--- src/rtl/nvd_pkg.sv ---
package nvd_pkg;
    localparam int ADDR_W   = 16;
    localparam int SEG_W    = 4;
    localparam int PER_N    = 4;
    localparam int RAM_CE_N = 2;
    localparam int CFG_AW   = 2;
    localparam int CFG_DW   = SEG_W;
    localparam int PSEL_W   = $clog2(PER_N);
    localparam int RSEL_W   = $clog2(RAM_CE_N);
    localparam int PHYS_W   = ADDR_W + 1;
    localparam int OFS_W    = ADDR_W - SEG_W;
    localparam logic [SEG_W-1:0] SEG_TOP = {SEG_W{1'b1}};

    typedef enum logic [2:0] {
        ST_HELD,
        ST_IDLE,
        ST_SRAM,
        ST_PERIPH,
        ST_EXPAND
    } bus_state_e;

    typedef struct packed {
        logic             fixed_map;
        logic             periph_on;
        logic             bank_on;
        logic [SEG_W-1:0] prog_lim;
        logic [SEG_W-1:0] data_lim;
        logic [SEG_W-1:0] bound;
    } cfg_t;

    typedef struct packed {
        bus_state_e        kind;
        logic [RSEL_W-1:0] ram_sel;
        logic [PSEL_W-1:0] per_sel;
        logic [PHYS_W-1:0] phys;
        logic              wr_ok;
    } route_t;
endpackage

--- src/rtl/nvd_cfg_regs.sv ---
module nvd_cfg_regs
    import nvd_pkg::*;
(
    input  logic              clk,
    input  logic              rst_n,
    input  logic              we,
    input  logic [CFG_AW-1:0] addr,
    input  logic [CFG_DW-1:0] wdata,
    output cfg_t              cfg
);
    logic unused_mode_bit;
    assign unused_mode_bit = wdata[CFG_DW-1];

    always_ff @(posedge clk or negedge rst_n) begin
        if (!rst_n) begin
            cfg.fixed_map <= 1'b1;
            cfg.periph_on <= 1'b0;
            cfg.bank_on   <= 1'b0;
            cfg.prog_lim  <= SEG_TOP;
            cfg.data_lim  <= SEG_TOP;
            cfg.bound     <= '0;
        end else if (we) begin
            unique case (addr)
                2'd0: begin
                    cfg.fixed_map <= wdata[0];
                    cfg.periph_on <= wdata[1];
                    cfg.bank_on   <= wdata[2];
                end
                2'd1: cfg.prog_lim <= wdata[SEG_W-1:0];
                2'd2: cfg.data_lim <= wdata[SEG_W-1:0];
                2'd3: cfg.bound    <= wdata[SEG_W-1:0];
                default: ;
            endcase
        end
    end

    // registers change only on a write strobe
    a_r2_cfg_stable: assert property (@(posedge clk) disable iff (!rst_n)
        !we |=> $stable(cfg));
endmodule

--- src/rtl/nvd_addr_map.sv ---
module nvd_addr_map
    import nvd_pkg::*;
(
    input  cfg_t              cfg,
    input  logic              msel128,
    input  logic              is_code,
    input  logic [ADDR_W-1:0] addr,
    output route_t            route
);
    logic              split;
    logic [SEG_W-1:0]  seg;
    logic [ADDR_W-1:0] bound_addr;
    logic [PHYS_W-1:0] shifted;
    logic              below_bound;
    logic              prog_hit_fixed;
    logic              bank_hit;

    always_comb begin
        split          = !cfg.fixed_map && !msel128;
        seg            = addr[ADDR_W-1 -: SEG_W];
        bound_addr     = {cfg.bound, {OFS_W{1'b0}}};
        shifted        = {1'b0, addr} + {1'b0, bound_addr};
        below_bound    = addr < bound_addr;
        prog_hit_fixed = seg <= cfg.prog_lim;
        bank_hit       = split ? below_bound : (prog_hit_fixed && seg != SEG_TOP);

        route.kind    = ST_EXPAND;
        route.ram_sel = '0;
        route.per_sel = '0;
        route.phys    = {1'b0, addr};
        route.wr_ok   = 1'b0;

        if (is_code) begin
            if (split ? below_bound : prog_hit_fixed) begin
                route.kind = ST_SRAM;
            end
        end else if (cfg.periph_on) begin
            route.kind    = ST_PERIPH;
            route.per_sel = addr[ADDR_W-1 -: PSEL_W];
            route.wr_ok   = 1'b1;
        end else if (cfg.bank_on && bank_hit) begin
            route.kind = ST_SRAM;
        end else if (split) begin
            if (!shifted[PHYS_W-1]) begin
                route.kind  = ST_SRAM;
                route.phys  = {1'b0, shifted[ADDR_W-1:0]};
                route.wr_ok = 1'b1;
            end
        end else if (seg <= cfg.data_lim) begin
            route.kind    = ST_SRAM;
            route.ram_sel = RSEL_W'(!msel128);
            route.phys    = {1'b1, addr};
            route.wr_ok   = 1'b1;
        end
    end
endmodule

--- src/rtl/nvd_bus_fsm.sv ---
module nvd_bus_fsm
    import nvd_pkg::*;
(
    input  logic                clk,
    input  logic                rst_n,
    input  logic                pf_hold,
    input  logic                req_valid,
    input  logic                req_write,
    input  route_t              route,
    output logic [RAM_CE_N-1:0] ram_ce_n,
    output logic [PER_N-1:0]    per_ce_n,
    output logic                rw_n,
    output logic                exp_sel,
    output logic [PHYS_W-1:0]   bus_addr
);
    bus_state_e state, state_nx;
    route_t     rt_q;
    logic       wr_q;

    always_comb begin
        if (pf_hold)         state_nx = ST_HELD;
        else if (!req_valid) state_nx = ST_IDLE;
        else                 state_nx = route.kind;
    end

    always_ff @(posedge clk or negedge rst_n) begin
        if (!rst_n) begin
            state <= ST_HELD;
            rt_q  <= '0;
            wr_q  <= 1'b0;
        end else begin
            state <= state_nx;
            rt_q  <= route;
            wr_q  <= req_write && route.wr_ok;
        end
    end

    always_comb begin
        ram_ce_n = '1;
        per_ce_n = '1;
        rw_n     = 1'b1;
        exp_sel  = 1'b0;
        bus_addr = '0;
        unique case (state)
            ST_HELD, ST_IDLE: ;
            ST_SRAM: begin
                ram_ce_n[rt_q.ram_sel] = 1'b0;
                rw_n     = !wr_q;
                bus_addr = rt_q.phys;
            end
            ST_PERIPH: begin
                per_ce_n[rt_q.per_sel] = 1'b0;
                rw_n     = !wr_q;
                bus_addr = rt_q.phys;
            end
            ST_EXPAND: begin
                exp_sel  = 1'b1;
                bus_addr = rt_q.phys;
            end
            default: ;
        endcase
        if (pf_hold) begin
            ram_ce_n = '1;
            per_ce_n = '1;
            rw_n     = 1'b1;
            exp_sel  = 1'b0;
            bus_addr = '0;
        end
    end

    // hold forces every strobe inactive
    a_r11_hold_inactive: assert property (@(posedge clk) disable iff (!rst_n)
        pf_hold |-> (&ram_ce_n && &per_ce_n && rw_n && !exp_sel));
    // one target at most
    a_r12_one_target: assert property (@(posedge clk) disable iff (!rst_n)
        $onehot0({~ram_ce_n, ~per_ce_n, exp_sel}));
    // expansion cycles never strobe the byte-wide bus
    a_r10_exp_no_strobe: assert property (@(posedge clk) disable iff (!rst_n)
        exp_sel |-> rw_n);
    // an empty request cycle leaves the bus quiet
    a_r3_idle_quiet: assert property (@(posedge clk) disable iff (!rst_n)
        !req_valid |=> (&ram_ce_n && &per_ce_n && !exp_sel));
endmodule

--- src/rtl/nvbus_decode.sv ---
module nvbus_decode
    import nvd_pkg::*;
(
    input  logic                clk,
    input  logic                rst_n,
    input  logic                pf_hold,
    input  logic                msel128,
    input  logic                cfg_we,
    input  logic [CFG_AW-1:0]   cfg_addr,
    input  logic [CFG_DW-1:0]   cfg_wdata,
    input  logic                req_valid,
    input  logic                req_is_code,
    input  logic                req_write,
    input  logic [ADDR_W-1:0]   req_addr,
    output logic [RAM_CE_N-1:0] ram_ce_n,
    output logic [PER_N-1:0]    per_ce_n,
    output logic                rw_n,
    output logic                exp_sel,
    output logic [PHYS_W-1:0]   bus_addr
);
    cfg_t   cfg;
    route_t route;

    nvd_cfg_regs i_cfg (
        .clk   (clk),
        .rst_n (rst_n),
        .we    (cfg_we),
        .addr  (cfg_addr),
        .wdata (cfg_wdata),
        .cfg   (cfg)
    );

    nvd_addr_map i_map (
        .cfg     (cfg),
        .msel128 (msel128),
        .is_code (req_is_code),
        .addr    (req_addr),
        .route   (route)
    );

    nvd_bus_fsm i_fsm (
        .clk       (clk),
        .rst_n     (rst_n),
        .pf_hold   (pf_hold),
        .req_valid (req_valid),
        .req_write (req_write),
        .route     (route),
        .ram_ce_n  (ram_ce_n),
        .per_ce_n  (per_ce_n),
        .rw_n      (rw_n),
        .exp_sel   (exp_sel),
        .bus_addr  (bus_addr)
    );

    // program-space writes never strobe
    a_r10_code_write: assert property (@(posedge clk) disable iff (!rst_n)
        (req_valid && req_is_code) |=> rw_n);
    // single-device wiring never uses the second SRAM enable
    a_r7_single_chip: assert property (@(posedge clk) disable iff (!rst_n)
        (msel128 && $past(msel128)) |-> ram_ce_n[1]);
endmodule

--- config.mk ---
export PLATFORM = sky130hd
export DESIGN_NAME = nvbus_decode
export DESIGN_NICKNAME = d
export VERILOG_FILES = /design/src/rtl/nvd_pkg.sv /design/src/rtl/nvd_cfg_regs.sv /design/src/rtl/nvd_addr_map.sv /design/src/rtl/nvd_bus_fsm.sv /design/src/rtl/nvbus_decode.sv
export SDC_FILE = /design/constraint.sdc
export NUM_CORES = 1
export LEC_CHECK = 0
export BUFFER_PORTS_ARGS = -buffer_cell sky130_fd_sc_hd__buf_2
export CAP_MARGIN = 5
export CORE_ASPECT_RATIO = 1.75
export CORE_UTILIZATION = 35
export DETAILED_ROUTE_END_ITERATION = 16
export PLACE_DENSITY = 0.58
export REMOVE_ABC_BUFFERS = 1
export SLEW_MARGIN = 40
export SYNTH_ARGS = -nofsm -noshare
export SYNTH_HDL_FRONTEND = slang
export SYNTH_SLANG_ARGS = --single-unit
--- constraint.sdc ---
create_clock -name clk -period 2.9 [get_ports clk]
set_input_delay 0 -clock clk [delete_from_list [all_inputs] [get_ports clk]]
set_output_delay 0 -clock clk [all_outputs]
set_load 0.05 [all_outputs]
==> flow_summary.json, run 1 <==
{
  "outcome": "finished, final reports clean",
  "setup_violations": 0,
  "cp_slowest_cell": "fa_1",
  "holdBufCountCts": 20,
  "floorplan.initialDensity": 0.364,
  "crit_path_end_kind": "register",
  "timing.fmax_ghz": 0.464,
  "via_count": 1535,
  "synth_top_family_by_area": "simple AND/OR/NAND/NOR gates",
  "yosys-top-cells-area": "dfrtp_1 (37%), dfstp_2 (12%), ha_1 (9.8%)",
  "postCtsSetupBuffers": 0,
  "antenna_found_initial": 0,
  "die-area_sq_um": 6140,
  "async_reset_ff_frac": 1.00,
  "hold_start": "cfg_wdata[1]",
  "grtUsageMet1": 0.143,
  "worst_ep_arrival_time_ps": 2340,
  "total_power_w": 0.00152,
  "grt_overflow": 0,
  "cts_tree": "done",
  "path_max_fanout": 4,
  "cts_buffers": 5,
  "clkLatencyLatePin_ps": 290,
  "synthAdderAreaFrac": 0.108,
  "worst_pin_slew_ps": 584,
  "slew_violations": 0,
  "nNetsFinal": 298,
  "drtAntennaViolNets": 0,
  "worstReg2RegEnd": "i_fsm.rt_q[16]",
  "clk_pin_slew_ps": 80,
  "synth_area_sq_um": 2040,
  "cp_slowest_stage_delay_ps": 390,
  "yosys.area_share.simple": 0.181,
  "slew_headroom": 0.610,
  "post-route-drc-count": 0,
  "critPathKind": "reg -> reg",
  "critical_path_required_ps": 3080,
  "synth_area_leader_cell": "dfrtp_1",
  "syn_area_per_cell_sq_um": 11.9,
  "clock_sinks": 39,
  "die_height_um": 103,
  "ff2ff_setup_slack_ps": 750,
  "min_path_cells": 2,
  "place_hpwl_um": 3280,
  "clockBufferDepth": 2,
  "antenna_cells": 0,
  "wl_per_cell_um": 13.1,
  "timing.hold.ws_ps": 22.1,
  "power_density_nw_per_um2": 560,
  "fillers": 553,
  "min_period_over_period": 0.743,
  "drive_above_1_share": 0.373,
  "synth_warnings": 0,
  "grt_use_met2": 0.309,
  "start_kind": "register",
  "first_pass_iters": 4,
  "synth_most_common_cell": "dfrtp_1",
  "hold_viol": 0,
  "grt_first_pass_wirelength_um": 7020,
  "fin_crit_ps": 2150,
  "h-tree-depth": 2,
  "pin_count": 55,
  "rr_worst_depth": 8,
  "via_per_inst": 4.68,
  "gp_congestion": 0.718,
  "top_usage_layer": "met2",
  "die-width_um": 59.7,
  "ys.flop_type": "dfrtp_1",
  "cp_cell_sequence": "ha_1, inv_1, fa_1, nor2_1, nor2_1, o21ai_0, nand3b_4, mux2_4",
  "skew_ps": 2.64,
  "syn_inst": 171,
  "synth_edf_count": 0,
  "fin_setup_tns_ps": 0,
  "hp-class": "in -> reg",
  "synth-xor-area-share": 0.00860,
  "rsz0062_at_grt": "false",
  "std_cell_rows": 36,
  "worst_path_most_repeated_cell": "nor2_1",
  "portBuffers": 54,
  "grt_max_degree": 40,
  "use_met3": 0.0301,
  "cts_resized": 0,
  "placed_cells": 300,
  "drt-initial-drc-count": 45,
  "grt_usage": 0.155,
  "yosysUniqueCellTypes": 47,
  "core_sq_um": 5590,
  "drt_wl_total_um": 4290,
  "root_buffer": "clkbuf_8",
  "reg2reg_from": "i_cfg.cfg[0]",
  "p_leak_nw": 1.34,
  "maxCapViolCount": 0,
  "synth.area.mux_share": 0.108,
  "grt_pass1_vias": 1601,
  "ir_worst_vdd_mv": 0.418,
  "yosys_register_bits": 39,
  "synthTopCellsByCount": "dfrtp_1 (30), and2_1 (17), ha_1 (16)",
  "yosysSeqAreaShare": 0.485,
  "area_growth_pct": 33.5,
  "synth-compound-area-share": 0.0824,
  "finalNonFillerCells": 328,
  "min_to": "i_cfg.cfg[5]",
  "synth_top_area_frac": 0.369
}
==> layout by cell type (no fill, tap or decap), drive strengths merged, types with 2 or more instances in the layout <==
cell         instances
and3b                2
nand2b               2
dfrtp               30
and2                17
o21ai                3
inv                 14
clkbuf               6
dfstp                9
nor2                 8
dlygate4sd3         20
nand3b               4
nand4                4
ha                  16
and3                 2
nand2                8
a21oi                4
buf                 54
mux2i                2
nand3                2
mux2                17
==> per-stage QoR <==
stage | setup WS (ps) | instance area [sq um] | util
detailed placement | 715 | 2400 | 0.430
global placement | 757 | 2400 | 0.429
floorplan | 829 | 2030 | -
CTS | 703 | 2720 | 0.487
global route | 519 | 2720 | 0.487
finish | 746 | 2720 | 0.487
==> metal layers <==
metal / routed length (um) / vias up
li1: - / 758
met3: 215 / 7
met5: 0 / -
met4: 78 / 0
met2: 2410 / 53
met1: 1590 / 717
==> cell type report <==
cell class,count,area [sq um],area share
multi-input cells,117,992,0.365
clock inverters,2,35.0,0.0129
clock buffers,6,82.6,0.0304
well taps,76,95.1,0.0350
repair buffers,74,473,0.174
inverters,14,52.6,0.0193
flip-flops and latches,39,987,0.363
==> worst max-delay path by stage <==
stage / start / endpoint / slack, ps
2_1_floorplan: i_fsm.state[0] / exp_sel / 830
3_3_place_gp: i_cfg.cfg[11] / i_fsm.rt_q[15] / 760
3_5_place_dp: i_cfg.cfg[0] / i_fsm.rt_q[16] / 710
4_1_cts: i_cfg.cfg[0] / i_fsm.rt_q[16] / 700
5_1_grt: i_cfg.cfg[0] / i_fsm.rt_q[16] / 520
6_report: i_cfg.cfg[0] / i_fsm.rt_q[16] / 750
==> state kept, by name, indices dropped and copies added (netlist names) <==
| register | count |
|---|---|
| i_fsm.rt_q | 20 |
| i_fsm.wr_q | 1 |
| i_fsm.state | 3 |
| i_cfg.cfg | 15 |
==> where the power goes <==
group          internal [W]  switching, W  leakage [nW]
Clock              0.000278      0.000192        0.0612
Sequential         0.000624     0.0000367         0.459
Combinational      0.000179      0.000212         0.821
==> worst max-delay path: cells and delay by family (launching register included) <==
| family | cells | cell delay (ps) |
|---|---|---|
| adders and majority gates | 2 | 580 |
| muxes | 1 | 310 |
| AOI/OAI and AO/OA | 1 | 280 |
| buffers and inverters | 1 | 70 |
| DFF | 1 | 380 |
| and+or+nand+nor | 3 | 430 |
==> logic make-up after synthesis <==
group                      after synthesis
AOI/OAI and AO/OA                       19
xor gates and xnor gates                 2
adders and majority gates               17
buffers and inverters                   15
DFF                                     39
muxes                                   19
and+or+nand+nor                         60
No activity file was read; power rests on OpenSTA's default activity.
==> run 2: changes to the inputs <==
--- a/config.mk
+++ b/config.mk
@@ -5,12 +5,13 @@
 export SDC_FILE = /design/constraint.sdc
 export NUM_CORES = 1
 export LEC_CHECK = 0
+export ABC_AREA = 1
 export BUFFER_PORTS_ARGS = -buffer_cell sky130_fd_sc_hd__buf_2
 export CAP_MARGIN = 5
 export CORE_ASPECT_RATIO = 1.75
 export CORE_UTILIZATION = 35
 export DETAILED_ROUTE_END_ITERATION = 16
-export PLACE_DENSITY = 0.58
+export PLACE_DENSITY = 0.6
 export REMOVE_ABC_BUFFERS = 1
 export SLEW_MARGIN = 40
 export SYNTH_ARGS = -nofsm -noshare
==> constraint.sdc (replaced) <==
create_clock -name clk -period 1.8 [get_ports clk]
set_input_delay 0 -clock clk [delete_from_list [all_inputs] [get_ports clk]]
set_output_delay 0 -clock clk [all_outputs]
set_load 0.05 [all_outputs]
==> flow_summary.json, run 2 <==
{
  "post-route-drc-count": 0,
  "cts_tree": "done",
  "synth_warnings": 0,
  "reg2reg_from": "i_cfg.cfg[0]",
  "nNetsFinal": 368,
  "rsz0062_at_grt": "true",
  "async_reset_ff_frac": 1.00,
  "crit_path_end_kind": "register",
  "grt_usage": 0.160,
  "clk_pin_slew_ps": 70,
  "cts_buffers": 5,
  "timing.hold.ws_ps": 19.3,
  "h-tree-depth": 2,
  "via_count": 1771,
  "syn_area_per_cell_sq_um": 8.58,
  "root_buffer": "clkbuf_8",
  "drt-initial-drc-count": 31,
  "grt_first_pass_wirelength_um": 7330,
  "critical_path_required_ps": 1990,
  "syn_inst": 239,
  "core_sq_um": 5590,
  "mostFrequentLayoutCells": "buf_2 (54), inv_1 (45), nand2_1 (36)",
  "drt_wl_total_um": 4570,
  "place_area_sq_um": 2420,
  "ys.flop_type": "dfrtp_1",
  "power_density_nw_per_um2": 904,
  "finalNonFillerCells": 398,
  "clockBufferDepth": 2,
  "setup_violations": 0,
  "clock_sinks": 39,
  "first_pass_iters": 4,
  "worst_pin_slew_ps": 570,
  "outcome": "finished, final reports clean",
  "std_cell_rows": 36,
  "place_hpwl_um": 3320,
  "synth_area_sq_um": 2050,
  "floorplan.initialDensity": 0.367,
  "synth_most_common_cell": "inv_1",
  "placed_cells": 369,
  "grt_pass1_vias": 1781,
  "total_power_w": 0.00256,
  "synth_edf_count": 0,
  "largest-register": "i_fsm.rt_q",
  "top_regs": "i_fsm.rt_q (20), i_cfg.cfg (15), i_fsm.state (3)",
  "synth_area_leader_cell": "dfrtp_1",
  "yosysSeqAreaShare": 0.482,
  "drtAntennaViolNets": 0,
  "grt_max_degree": 22,
  "slew_headroom": 0.619,
  "pin_count": 55,
  "antenna_cells": 0,
  "maxCapViolCount": 0,
  "yosysUniqueCellTypes": 24,
  "fin_crit_ps": 1780,
  "yosys-top-cells-area": "dfrtp_1 (37%), dfstp_2 (12%), ha_1 (9.8%)",
  "worst_ep_arrival_time_ps": 1960,
  "skew_ps": 3.77,
  "gp_congestion": 0.799,
  "yosys_register_bits": 39,
  "die-width_um": 59.8,
  "path_max_fanout": 6,
  "die-area_sq_um": 6180,
  "via_per_inst": 4.45,
  "p_leak_nw": 1.48,
  "portBuffers": 54,
  "critPathKind": "reg -> reg",
  "clkLatencyLatePin_ps": 290,
  "hold_start": "req_addr[14]",
  "area_growth_pct": 38.4,
  "ir_worst_vdd_mv": 0.547,
  "antenna_found_initial": 0,
  "synthTopCellsByCount": "inv_1 (48), nand2_1 (44), dfrtp_1 (30)",
  "timing.fmax_ghz": 0.563,
  "start_kind": "register",
  "slew_violations": 0,
  "hold_viol": 0,
  "min_period_over_period": 0.987,
  "cp-startpoint": "i_cfg.cfg[0]",
  "largest_register_ffs": 20,
  "drive_above_1_share": 0.335,
  "wl_per_cell_um": 11.5,
  "final_area_sq_um": 2840,
  "grt_overflow": 0,
  "fin_setup_tns_ps": 0,
  "die_height_um": 103,
  "mostFrequentLayoutCell": "buf_2",
  "hp-class": "in -> reg",
  "synth_top_area_frac": 0.366
}
## run 2: worst paths after layout
path	end	slack, ps	cells after the start
worst max register to register	i_fsm.state[1]	20	10
worst min register to register	i_cfg.cfg[9]	500	2
worst max-delay path	i_fsm.state[1]	20	10
min in group asynchronous	i_fsm.rt_q[12]	180	2
worst min-delay path	i_fsm.rt_q[18]	20	3
max in group asynchronous	i_cfg.cfg[10]	1080	3
## run 2: worst max-delay path: stages (launching register included)
cell and delay (ps):
dfrtp_1 370, ha_2 190, inv_2 40, fa_2 350
nor2_2 110, o21a_1 160, nor3_4 70, a21oi_2 140
nand3_2 110, nand2_2 90, nor2_2 30
## run 2: cell families (layout without fill, tap and decap cells)
family | Yosys count | count (layout) | share of synthesized area
and+or+nand+nor | 101 | 101 | 0.231
buffers and inverters | 53 | 136 | 0.101
DFF | 39 | 39 | 0.482
AOI/OAI and AO/OA | 27 | 27 | 0.0702
adders and majority gates | 17 | 17 | 0.107
xor gates and xnor gates | 2 | 2 | 0.00855
## run 2: where the power goes
group	internal (W)	switching, W
clock network	0.000554	0.000301
registers	0.000992	0.0000540
logic	0.000250	0.000412
total	0.00180	0.000768
## run 2: timing repair
action                     in CTS  in global routing
buffers inserted                1                  0
hold endpoints to repair       41                  0
cloned                          0                  0
hold buffers                   20                  0
gates resized for setup         2                 20
pin swaps                       2                  8
setup endpoints to repair       3                  9
## run 2: final cells by class
cell class / count / area [sq um]
well taps: 76 / 95.1
repair buffers: 76 / 498
clock buffers: 6 / 72.6
multi-input cells: 147 / 928
flip-flops and latches: 39 / 987
clock inverters: 2 / 60.1
inverters: 52 / 195
fillers: 556 / 2750
## run 2: metrics by stage
| step | worst slack (ps) | utilization |
|---|---|---|
| floorplan | -610 | - |
| global placement | 13.7 | 0.434 |
| detailed placement | -12.0 | 0.434 |
| CTS | 22.3 | 0.496 |
| global route | -99.5 | 0.508 |
| finish | 22.6 | 0.508 |
## run 2: routing by layer
| layer | track usage | part of all wire | vias to the layer above |
|---|---|---|---|
| met5 | 0 | 0 | - |
| met4 | 0.0716 | 0.029 | 0 |
| met3 | 0.0311 | 0.042 | 10 |
| met2 | 0.318 | 0.56 | 57 |
| met1 | 0.148 | 0.37 | 797 |
| li1 | - | - | 907 |
==> run 3: changes to the inputs <==
--- a/config.mk
+++ b/config.mk
@@ -12,6 +12,7 @@
 export CORE_UTILIZATION = 35
 export DETAILED_ROUTE_END_ITERATION = 16
 export PLACE_DENSITY = 0.6
+export RECOVER_POWER = 25
 export REMOVE_ABC_BUFFERS = 1
 export SLEW_MARGIN = 40
 export SYNTH_ARGS = -nofsm -noshare
==> flow_summary.json, run 3 (synthesized netlist as in run 2, its figures left out) <==
{
  "outcome": "finished, final reports clean",
  "timing.final.ws_setup_ps": 22.6,
  "grt_max_degree": 22,
  "maxCapViolCount": 0,
  "worst_pin_slew_ps": 1060,
  "die-width_um": 59.8,
  "top_regs": "i_fsm.rt_q (20), i_cfg.cfg (15), i_fsm.state (3)",
  "postLayoutCoreUtil": 0.508,
  "largest_register_ffs": 20,
  "p_comb_frac": 0.259,
  "slew_headroom": 0.295,
  "h-tree-depth": 2,
  "hp-class": "in -> reg",
  "reg2reg_from": "i_cfg.cfg[0]",
  "start_kind": "register",
  "grt_first_pass_wirelength_um": 7330,
  "register_area_sq_um": 987,
  "die-area_sq_um": 6180,
  "ff2ff_setup_slack_ps": 20,
  "place_hpwl_um": 3320,
  "rr_worst_depth": 10,
  "ir_worst_vdd_mv": 0.547,
  "largest-register": "i_fsm.rt_q",
  "wl_per_cell_um": 11.5,
  "cts_tree": "done",
  "area_growth_pct": 38.3,
  "crit_path_end_kind": "register",
  "critical_path_required_ps": 1990,
  "grt_pass1_vias": 1781,
  "critPathKind": "reg -> reg",
  "min_path_cells": 3,
  "total_power_w": 0.00256,
  "hold_start": "req_addr[14]",
  "mostFrequentLayoutCells": "buf_2 (53), inv_1 (45), nand2_1 (36)",
  "seqPwrFrac": 0.408,
  "nNetsFinal": 368,
  "p_switching_w": 0.000768,
  "hold_viol": 0,
  "worst_ep_arrival_time_ps": 1960,
  "fin_crit_ps": 1780,
  "grt_overflow": 0,
  "clock_sinks": 39,
  "antenna_found_initial": 0,
  "rsz0062_at_grt": "true",
  "die_height_um": 103,
  "via_count": 1771,
  "min_period_over_period": 0.987,
  "gp_congestion": 0.799,
  "fillers": 557,
  "power_density_nw_per_um2": 904,
  "clkLatencyLatePin_ps": 290,
  "worstReg2RegEnd": "i_fsm.state[1]",
  "std_cell_rows": 36,
  "pwr-share-clk": 0.334,
  "drt_wl_total_um": 4570,
  "setup_violations": 0,
  "via_per_inst": 4.45,
  "core_sq_um": 5590,
  "fin_setup_tns_ps": 0,
  "drtAntennaViolNets": 0,
  "clk_pin_slew_ps": 70,
  "pre_cts_ws_ps": -12.0,
  "root_buffer": "clkbuf_8",
  "slew_violations": 0,
  "antenna_cells": 0,
  "timing.hold.ws_ps": 19.3,
  "first_pass_iters": 4,
  "min_to": "i_fsm.rt_q[18]",
  "pin_count": 55,
  "internal-power_w": 0.00180,
  "path_max_fanout": 6,
  "drive_above_1_share": 0.332,
  "skew_ps": 3.77,
  "mostFrequentLayoutCell": "buf_2",
  "cts_buffers": 5,
  "portBuffers": 54,
  "post-route-drc-count": 0,
  "grt_usage": 0.160,
  "p_leak_nw": 1.48,
  "clockBufferDepth": 2,
  "drt-initial-drc-count": 31,
  "floorplan.initialDensity": 0.367,
  "sw_frac_of_total": 0.299,
  "multi_input_area_sq_um": 928,
  "timing.fmax_ghz": 0.563
}
-- run 3: cell types whose count changed in the layout (fill, tap and decap cells not counted) --
cell and delta:
buf_2 -1, clkbuf_1 +1
-- run 3: cell type report --
type,count,area share
Multi-Input combinational cell,147,0.327
Tap cell,76,0.0335
Clock inverter,2,0.0212
Sequential cell,39,0.348
Timing Repair Buffer,76,0.175
Inverter,52,0.0688
Clock buffer,6,0.0256
-- run 3: layer usage --
layer	routed length, um	up-vias	part of all wire	track usage
li1	-	908	-	-
met1	1680	796	0.37	0.148
met2	2570	57	0.56	0.318
met4	133	0	0.029	0.0716
met5	0	-	0	0
met3	191	10	0.042	0.0311
-- run 3: timing repair --
action,CTS,global route
hold buffers,20,0
gates cloned,0,0
hold endpoints to repair,41,0
buffers inserted,1,0
pin swaps,2,8
endpoints found under the setup margin,3,9
gates resized for setup,2,20
-- run 3: critical path, cell delays in order (launching register included) --
cell and delay, ps:
dfrtp_1 370, ha_2 190, inv_2 40, fa_2 350, nor2_2 110, o21a_1 160
nor3_4 70, a21oi_2 140, nand3_2 110, nand2_2 90, nor2_2 30
-- run 3: power groups by stage --
stage | clock network [W] | logic [W] | registers (W)
after global routing | 0.000903 | 0.000753 | 0.00106
after detailed placement | 0 | 0.000571 | 0.00106
final | 0.000855 | 0.000663 | 0.00105
after floorplan | 0 | 0.000410 | 0.00105
after CTS | 0.000876 | 0.000620 | 0.00104
after global placement | 0 | 0.000561 | 0.00106
-- run 3: stage by stage --
stage	area [sq um]	std cells
after CTS	2770	398
after global routing	2840	398
after detailed placement	2420	369
final	2840	398
after floorplan	2040	238
after global placement	2420	369
-- run 3: how the worst max path moves through the flow --
stage,startpoint,to,slack (ps),cells past startpoint
floorplan,i_fsm.state[0],bus_addr[0],-610,3
global placement,i_cfg.cfg[0],i_fsm.state[2],10,9
detailed placement,i_cfg.cfg[0],i_fsm.wr_q,-10,10
CTS,i_cfg.cfg[0],i_fsm.state[1],20,10
global route,i_cfg.cfg[0],i_fsm.state[1],-100,10
finish,i_cfg.cfg[0],i_fsm.state[1],20,10
